<file path="src/rtl/amw_pkg.sv">
// Package: alarm_window_matcher shared widths and the time-slot record.
// Assumes a twelve-hour clock: binary hour, minutes tens digit, AM flag.
package amw_pkg;
    localparam int HOUR_W_DEF = 4;
    localparam int TENS_W_DEF = 3;

    // One ten-minute slot of the day, packed in setting-word order.
    typedef struct packed {
        logic [HOUR_W_DEF-1:0] hour;
        logic [TENS_W_DEF-1:0] tens;
        logic                  am;
    } slot_t;

    localparam int SLOT_W = $bits(slot_t);
endpackage

</file>
<file path="src/rtl/amw_slot_cmp.sv">
// Module: amw_slot_cmp
// Equality of two packed slot words, bit by bit, then reduced.
// Assumes both words use the same field layout. Purely combinational.
module amw_slot_cmp #(
    parameter int W = 8
) (
    input  logic [W-1:0] slot_a,
    input  logic [W-1:0] slot_b,
    output logic         same
);
    logic [W-1:0] bit_eq;

    // Per-bit agreement, one XNOR for each position.
    for (genvar i = 0; i < W; i++) begin : g_bit
        assign bit_eq[i] = ~(slot_a[i] ^ slot_b[i]);
    end

    // Match only when every position agrees.
    assign same = &bit_eq;
endmodule

</file>
<file path="src/rtl/amw_edge_arm.sv">
// Module: amw_edge_arm
// Finds the rising edge of a level match. The edge counts only after
// the match has been seen low at least once since reset.
// Assumes a synchronous active-low reset.
module amw_edge_arm (
    input  logic clk,
    input  logic rst_n,
    input  logic match,
    output logic match_q,
    output logic armed,
    output logic rise
);
    // Keep the previous match level and note the first low match.
    always_ff @(posedge clk) begin
        if (!rst_n) begin
            match_q <= 1'b0;
            armed   <= 1'b0;
        end else begin
            match_q <= match;
            if (!match) armed <= 1'b1;
        end
    end

    // Fresh edge: high now, low last cycle, and the window was seen closed.
    assign rise = match & ~match_q & armed;
endmodule

</file>
<file path="src/rtl/amw_hold.sv">
// Module: amw_hold
// Set/clear register for the alarm. Clear has priority over set.
// Assumes a synchronous active-low reset.
module amw_hold (
    input  logic clk,
    input  logic rst_n,
    input  logic set_pulse,
    input  logic clr,
    output logic held
);
    // Latch on a set pulse and drop on clear; clear wins a tie.
    always_ff @(posedge clk) begin
        if (!rst_n)     held <= 1'b0;
        else if (clr)   held <= 1'b0;
        else if (set_pulse) held <= 1'b1;
    end
endmodule

</file>
<file path="src/rtl/alarm_window_matcher.sv">
// Module: alarm_window_matcher (top)
// Compares the live hour, minutes tens digit and AM flag against the user
// setting. The alarm turns on at the entry into a matching ten-minute
// window and holds until silenced. Assumes silence is already synchronised.
module alarm_window_matcher #(
    parameter int HOUR_W = amw_pkg::HOUR_W_DEF,
    parameter int TENS_W = amw_pkg::TENS_W_DEF
) (
    input  logic                       clk,
    input  logic                       rst_n,
    input  logic [HOUR_W+TENS_W:0]     alarm_set,
    input  logic [HOUR_W-1:0]          hour_bin,
    input  logic [TENS_W-1:0]          min_tens,
    input  logic                       is_am,
    input  logic                       silence,
    output logic                       alarm_on
);
    localparam int SW = HOUR_W + TENS_W + 1;

    logic [SW-1:0] live_slot;
    logic          match;
    logic          match_q;
    logic          armed;
    logic          rise;

    // Live time packed in the same order as the setting word.
    assign live_slot = {hour_bin, min_tens, is_am};

    amw_slot_cmp #(.W(SW)) u_cmp (
        .slot_a (alarm_set),
        .slot_b (live_slot),
        .same   (match)
    );

    amw_edge_arm u_edge (
        .clk     (clk),
        .rst_n   (rst_n),
        .match   (match),
        .match_q (match_q),
        .armed   (armed),
        .rise    (rise)
    );

    amw_hold u_hold (
        .clk       (clk),
        .rst_n     (rst_n),
        .set_pulse (rise),
        .clr       (silence),
        .held      (alarm_on)
    );
endmodule

</file>
<file path="config.mk">
export PLATFORM = sky130hd
export DESIGN_NAME = alarm_window_matcher
export DESIGN_NICKNAME = d
export VERILOG_FILES = /design/src/rtl/amw_pkg.sv /design/src/rtl/amw_slot_cmp.sv /design/src/rtl/amw_edge_arm.sv /design/src/rtl/amw_hold.sv /design/src/rtl/alarm_window_matcher.sv
export SDC_FILE = /design/constraint.sdc
export NUM_CORES = 1
export LEC_CHECK = 0
export BUFFER_PORTS_ARGS = -buffer_cell sky130_fd_sc_hd__buf_2
export CORE_AREA = 3 3 40 42
export CTS_CLUSTER_DIAMETER = 100
export DETAILED_ROUTE_END_ITERATION = 8
export DIE_AREA = 0 0 43 45
export GPL_TIMING_DRIVEN = 0
export PLACE_DENSITY_LB_ADDON = 0.2
export REMOVE_ABC_BUFFERS = 1
export SETUP_SLACK_MARGIN = 0.15
export SYNTH_ARGS = -nofsm -noshare
export SYNTH_HDL_FRONTEND = slang
export SYNTH_SLANG_ARGS = --single-unit
</file>
<file path="constraint.sdc">
create_clock -name clk -period 2.63 [get_ports clk]
set_input_delay 0.526 -clock clk [delete_from_list [all_inputs] [get_ports clk]]
set_output_delay 0.526 -clock clk [all_outputs]
set_load 0.02 [all_outputs]
</file>
# Word level (Yosys, flattened, before mapping)
# Index checks and enable logic that the tools add are counted.
# totals
register_bits	3
elab_cells	25
# op_classes
n_bitwise	20
reduce_logical	2
# ops
operator	n
1-bit NOT	10
8-bit AND reduction	1
1-bit XOR	8
1-bit bitwise AND	2
2-bit OR reduction	1

# Longest topological paths before layout
# logic_depth
ltp_word	5
mapped_depth	3
mapped_depth_nobuf	3

# Modules after synthesis
# Synthesis repeated with hierarchy kept, for this count alone.
# hier_totals
hier_cells	21
area_unflattened_um2	187.7
# modules_own_cells
module	area_each_um2	cells_each	seq_area_each_um2	n_inst
amw_slot_cmp	86.3	11	0.0	1
amw_edge_arm	65.1	7	40.0	1
amw_hold	36.3	3	20.0	1

# Worst setup path after synthesis
# Ideal clock, no wire load.
# synth_path
kind	in2reg
from	input hour_bin[0]
to	register u_edge.armed
setup_ns	0.125
stages	3
t_required_ns	2.505
path_slack_ns	1.316
arrival_ns	1.189
cell_sequence	xnor2_1 nand4_1 o41a_1
# synth_via
elab_chain_len	3
# synth_rtl
item	line	source
start: declaration	alarm_window_matcher.sv:12	input logic [HOUR_W-1:0] hour_bin,
1-bit XOR	amw_slot_cmp.sv:15	assign bit_eq[i] = ~(slot_a[i] ^ slot_b[i]);
1-bit NOT	amw_slot_cmp.sv:15	
8-bit AND reduction	amw_slot_cmp.sv:19	assign same = &bit_eq;
end signal: assignment	amw_edge_arm.sv:17	armed <= 1'b0;
end signal: assignment	amw_edge_arm.sv:20	if (!match) armed <= 1'b1;
end: declaration	amw_edge_arm.sv:10	output logic armed,
# No other way between the ends.
# A chain may end at the register's enable or synchronous reset.

# Final worst setup path
# Ends and elaborated chain as after synthesis.

==> results.sh <==
export IMPL_grt_pass1_wl_um=807
export IMPL_grt_max_degree=4
export IMPL_synth_area_leaders="xnor2_1, dfxtp_1, nand2_1"
export IMPL_drive_gt1_frac=0.500
export IMPL_leakage_nw=0.150
export IMPL_post_cts_buffers=0
export IMPL_cts_root_buf="clkbuf_4"
export IMPL_dieHeight_um=45
export IMPL_outcome="finished, final reports clean"
export IMPL_synthCells=21
export IMPL_dpl_cell_count=55
export IMPL_synth_warnings=0
export IMPL_overflow=0
export IMPL_multi_input_area_um2=128
export IMPL_ctsResizeCount=0
export IMPL_worst_setup_path_start_kind="input pin"
export IMPL_seqCellArea_um2=60.1
export IMPL_ioPinCount=20
export IMPL_syn_area_um2=191
export IMPL_fillers=144
export IMPL_antenna_cells=0
export IMPL_slew_headroom=0.804
export IMPL_fin_ws_ns=1.38
export IMPL_port_buffers=19
export IMPL_min_from="u_hold.held"
export IMPL_fin_crit_ns=1.25
export IMPL_wl_um=469
export IMPL_p_total_uw=160
export IMPL_cts_hold_fix_buffers=0
export IMPL_final_util=0.258
export IMPL_place_ws_ns=1.14
export IMPL_sw_frac_of_total=0.229
export IMPL_clockPowerShare=0.500
export IMPL_drtIter0Drc=3
export IMPL_setup_viol=0
export IMPL_max_cap_violations=0
export IMPL_dr_pass1_iters=4
export IMPL_wl_per_cell_um=7.95
export IMPL_path_clk_slew_ns=0.04
export IMPL_vdd_ir_drop_max_mv=0.192
export IMPL_crit_required_ns=2.74
export IMPL_r2r_slack_ns=1.81
export IMPL_seq_power_share=0.295
export IMPL_hold_violations=0
export IMPL_synth_most_common_cell="xnor2_1"
export IMPL_cts_tree="yes"
export IMPL_rr_worst_depth=1
export IMPL_drc=0
export IMPL_dieArea_mm2=0.00194
export IMPL_final_cells=59
export IMPL_die_w_um=43
export IMPL_worstMarginPinSlew_ns=0.290
export IMPL_slew_viol_final=0
export IMPL_start_util=0.149
export IMPL_antenna_found_initial=0
export IMPL_syn_avg_cell_area_um2=9.12
export IMPL_num_vias=231
export IMPL_path_max_fanout=3
export IMPL_nets=64
export IMPL_num_rows=13
export IMPL_cts_buffers_inserted=3
export IMPL_min_to="u_hold.held"
export IMPL_syn_to_final_growth_pct=73.2
export IMPL_ys_top_cells_by_count="xnor2_1, dfxtp_1, nand2_1"
export IMPL_p_int_uw=123
export IMPL_p_sw_uw=36.5
export IMPL_finClkSkew_ns=0.00172
export IMPL_yosysSeqAreaShare=0.314
export IMPL_yosys_area_top_type="xnor2_1"
export IMPL_synth_flop_cell="dfxtp_1"
export IMPL_ys_ff_latch=3
export IMPL_rsz0062_at_grt="false"
export IMPL_async_flop_share=0
export IMPL_worstSkewPairLatency_ns=0.23
export IMPL_first_global_vias=214
export IMPL_drt_antenna_violating_nets=0
export IMPL_ys_types=10
export IMPL_criticalPathCategory="input pin to flip-flop"
export IMPL_coreArea_mm2=0.00128
export IMPL_timing_fmax_ghz=0.801
export IMPL_grt_usage=0.0607
export IMPL_place_gp_congestion=0.663
export IMPL_endpoint_kind="flip-flop"
export IMPL_clock_sinks=3
export IMPL_yosysTopAreaCellShare=0.366
export IMPL_r2r_end="u_edge.armed"
export IMPL_holdPathStages=2
export IMPL_p_per_area_mw_per_mm2=482
export IMPL_p_comb_frac=0.205
export IMPL_post_route_period_util=0.475
export IMPL_fin_setup_tns_ns=0
export IMPL_clockBufferDepth=2
export IMPL_r2r_start="u_edge.armed"
export IMPL_hold_class="flip-flop to flip-flop"
export IMPL_worstPathArrival_ns=1.36
export IMPL_cts_htree_levels=1
export IMPL_synth_edff_count=0
export IMPL_drt_vias_per_instance=3.92
==> how the worst max path moves through the flow <==
stage,from,to,slack [ns],depth (start not counted)
final,hour_bin[0],u_edge.armed,1.38,4
after global routing,hour_bin[3],u_hold.held,1.32,4
after CTS,hour_bin[0],u_edge.armed,1.38,4
after detailed placement,hour_bin[0],u_edge.armed,1.14,4
after global placement,hour_bin[0],u_edge.armed,1.12,4
after floorplan,hour_bin[0],u_edge.armed,1.32,3
==> area by class of cell <==
type / count / share of cell area
Clock buffer: 4 / 0.0792
Multi-Input combinational cell: 17 / 0.385
Timing Repair Buffer: 19 / 0.287
Tap cell: 15 / 0.0566
Sequential cell: 3 / 0.181
Inverter: 1 / 0.0113
==> through the flow <==
| step | cell area, um2 | hold WS (ns) |
|---|---|---|
| CTS | 332 | 0.464 |
| global route | 332 | 0.500 |
| detailed placement | 305 | 0.440 |
| global placement | 305 | 0.443 |
| finish | 332 | 0.459 |
| floorplan | 191 | 0.459 |
==> worst max-delay path: stages <==
cell	delay, ns
buf_2	0.10
xnor2_1	0.14
nand4_1	0.17
o41a_1	0.42
==> state kept, by name, indices dropped and copies added (netlist names) <==
register,cells
u_edge.armed,1
u_edge.match_q,1
u_hold.held,1
==> cells in the final DEF, fill, tap and decap left out <==
cell,n
buf_2,19
clkbuf_1,1
clkbuf_4,3
dfxtp_1,3
inv_1,1
nand2_1,3
nand3b_1,1
nand4_1,1
nor2b_1,1
nor4_1,1
o41a_1,1
o41ai_1,1
xnor2_1,8
==> per-layer routing <==
metal  track usage  part of all wire  vias to the layer above
li1              -                 -                      118
met1        0.0647              0.33                       99
met2        0.0808              0.50                       14
met3        0.0637              0.17                        0
met4        0.0181                 0                        0
met5             0                 0                        -
==> power groups by stage <==
stage | Combinational (mW) | Clock [mW] | Sequential [mW]
3_3_place_gp | 0.0330 | 0 | 0.0479
6_report | 0.0327 | 0.0798 | 0.0472
4_1_cts | 0.0331 | 0.0836 | 0.0471
2_1_floorplan | 0.0161 | 0 | 0.0477
3_5_place_dp | 0.0330 | 0 | 0.0478
5_1_grt | 0.0368 | 0.0923 | 0.0472
==> kinds of logic (layout without fill, tap and decap cells) <==
group | count (synthesis) | after routing | share of synthesized area
XOR/XNOR | 8 | 8 | 0.366
AND/OR/NAND/NOR | 7 | 7 | 0.196
flip-flops | 3 | 3 | 0.314
AO/OA/AOI/OAI | 2 | 2 | 0.105
buffers and inverters | 1 | 24 | 0.0196
No activity file was read; power rests on OpenSTA's default activity.
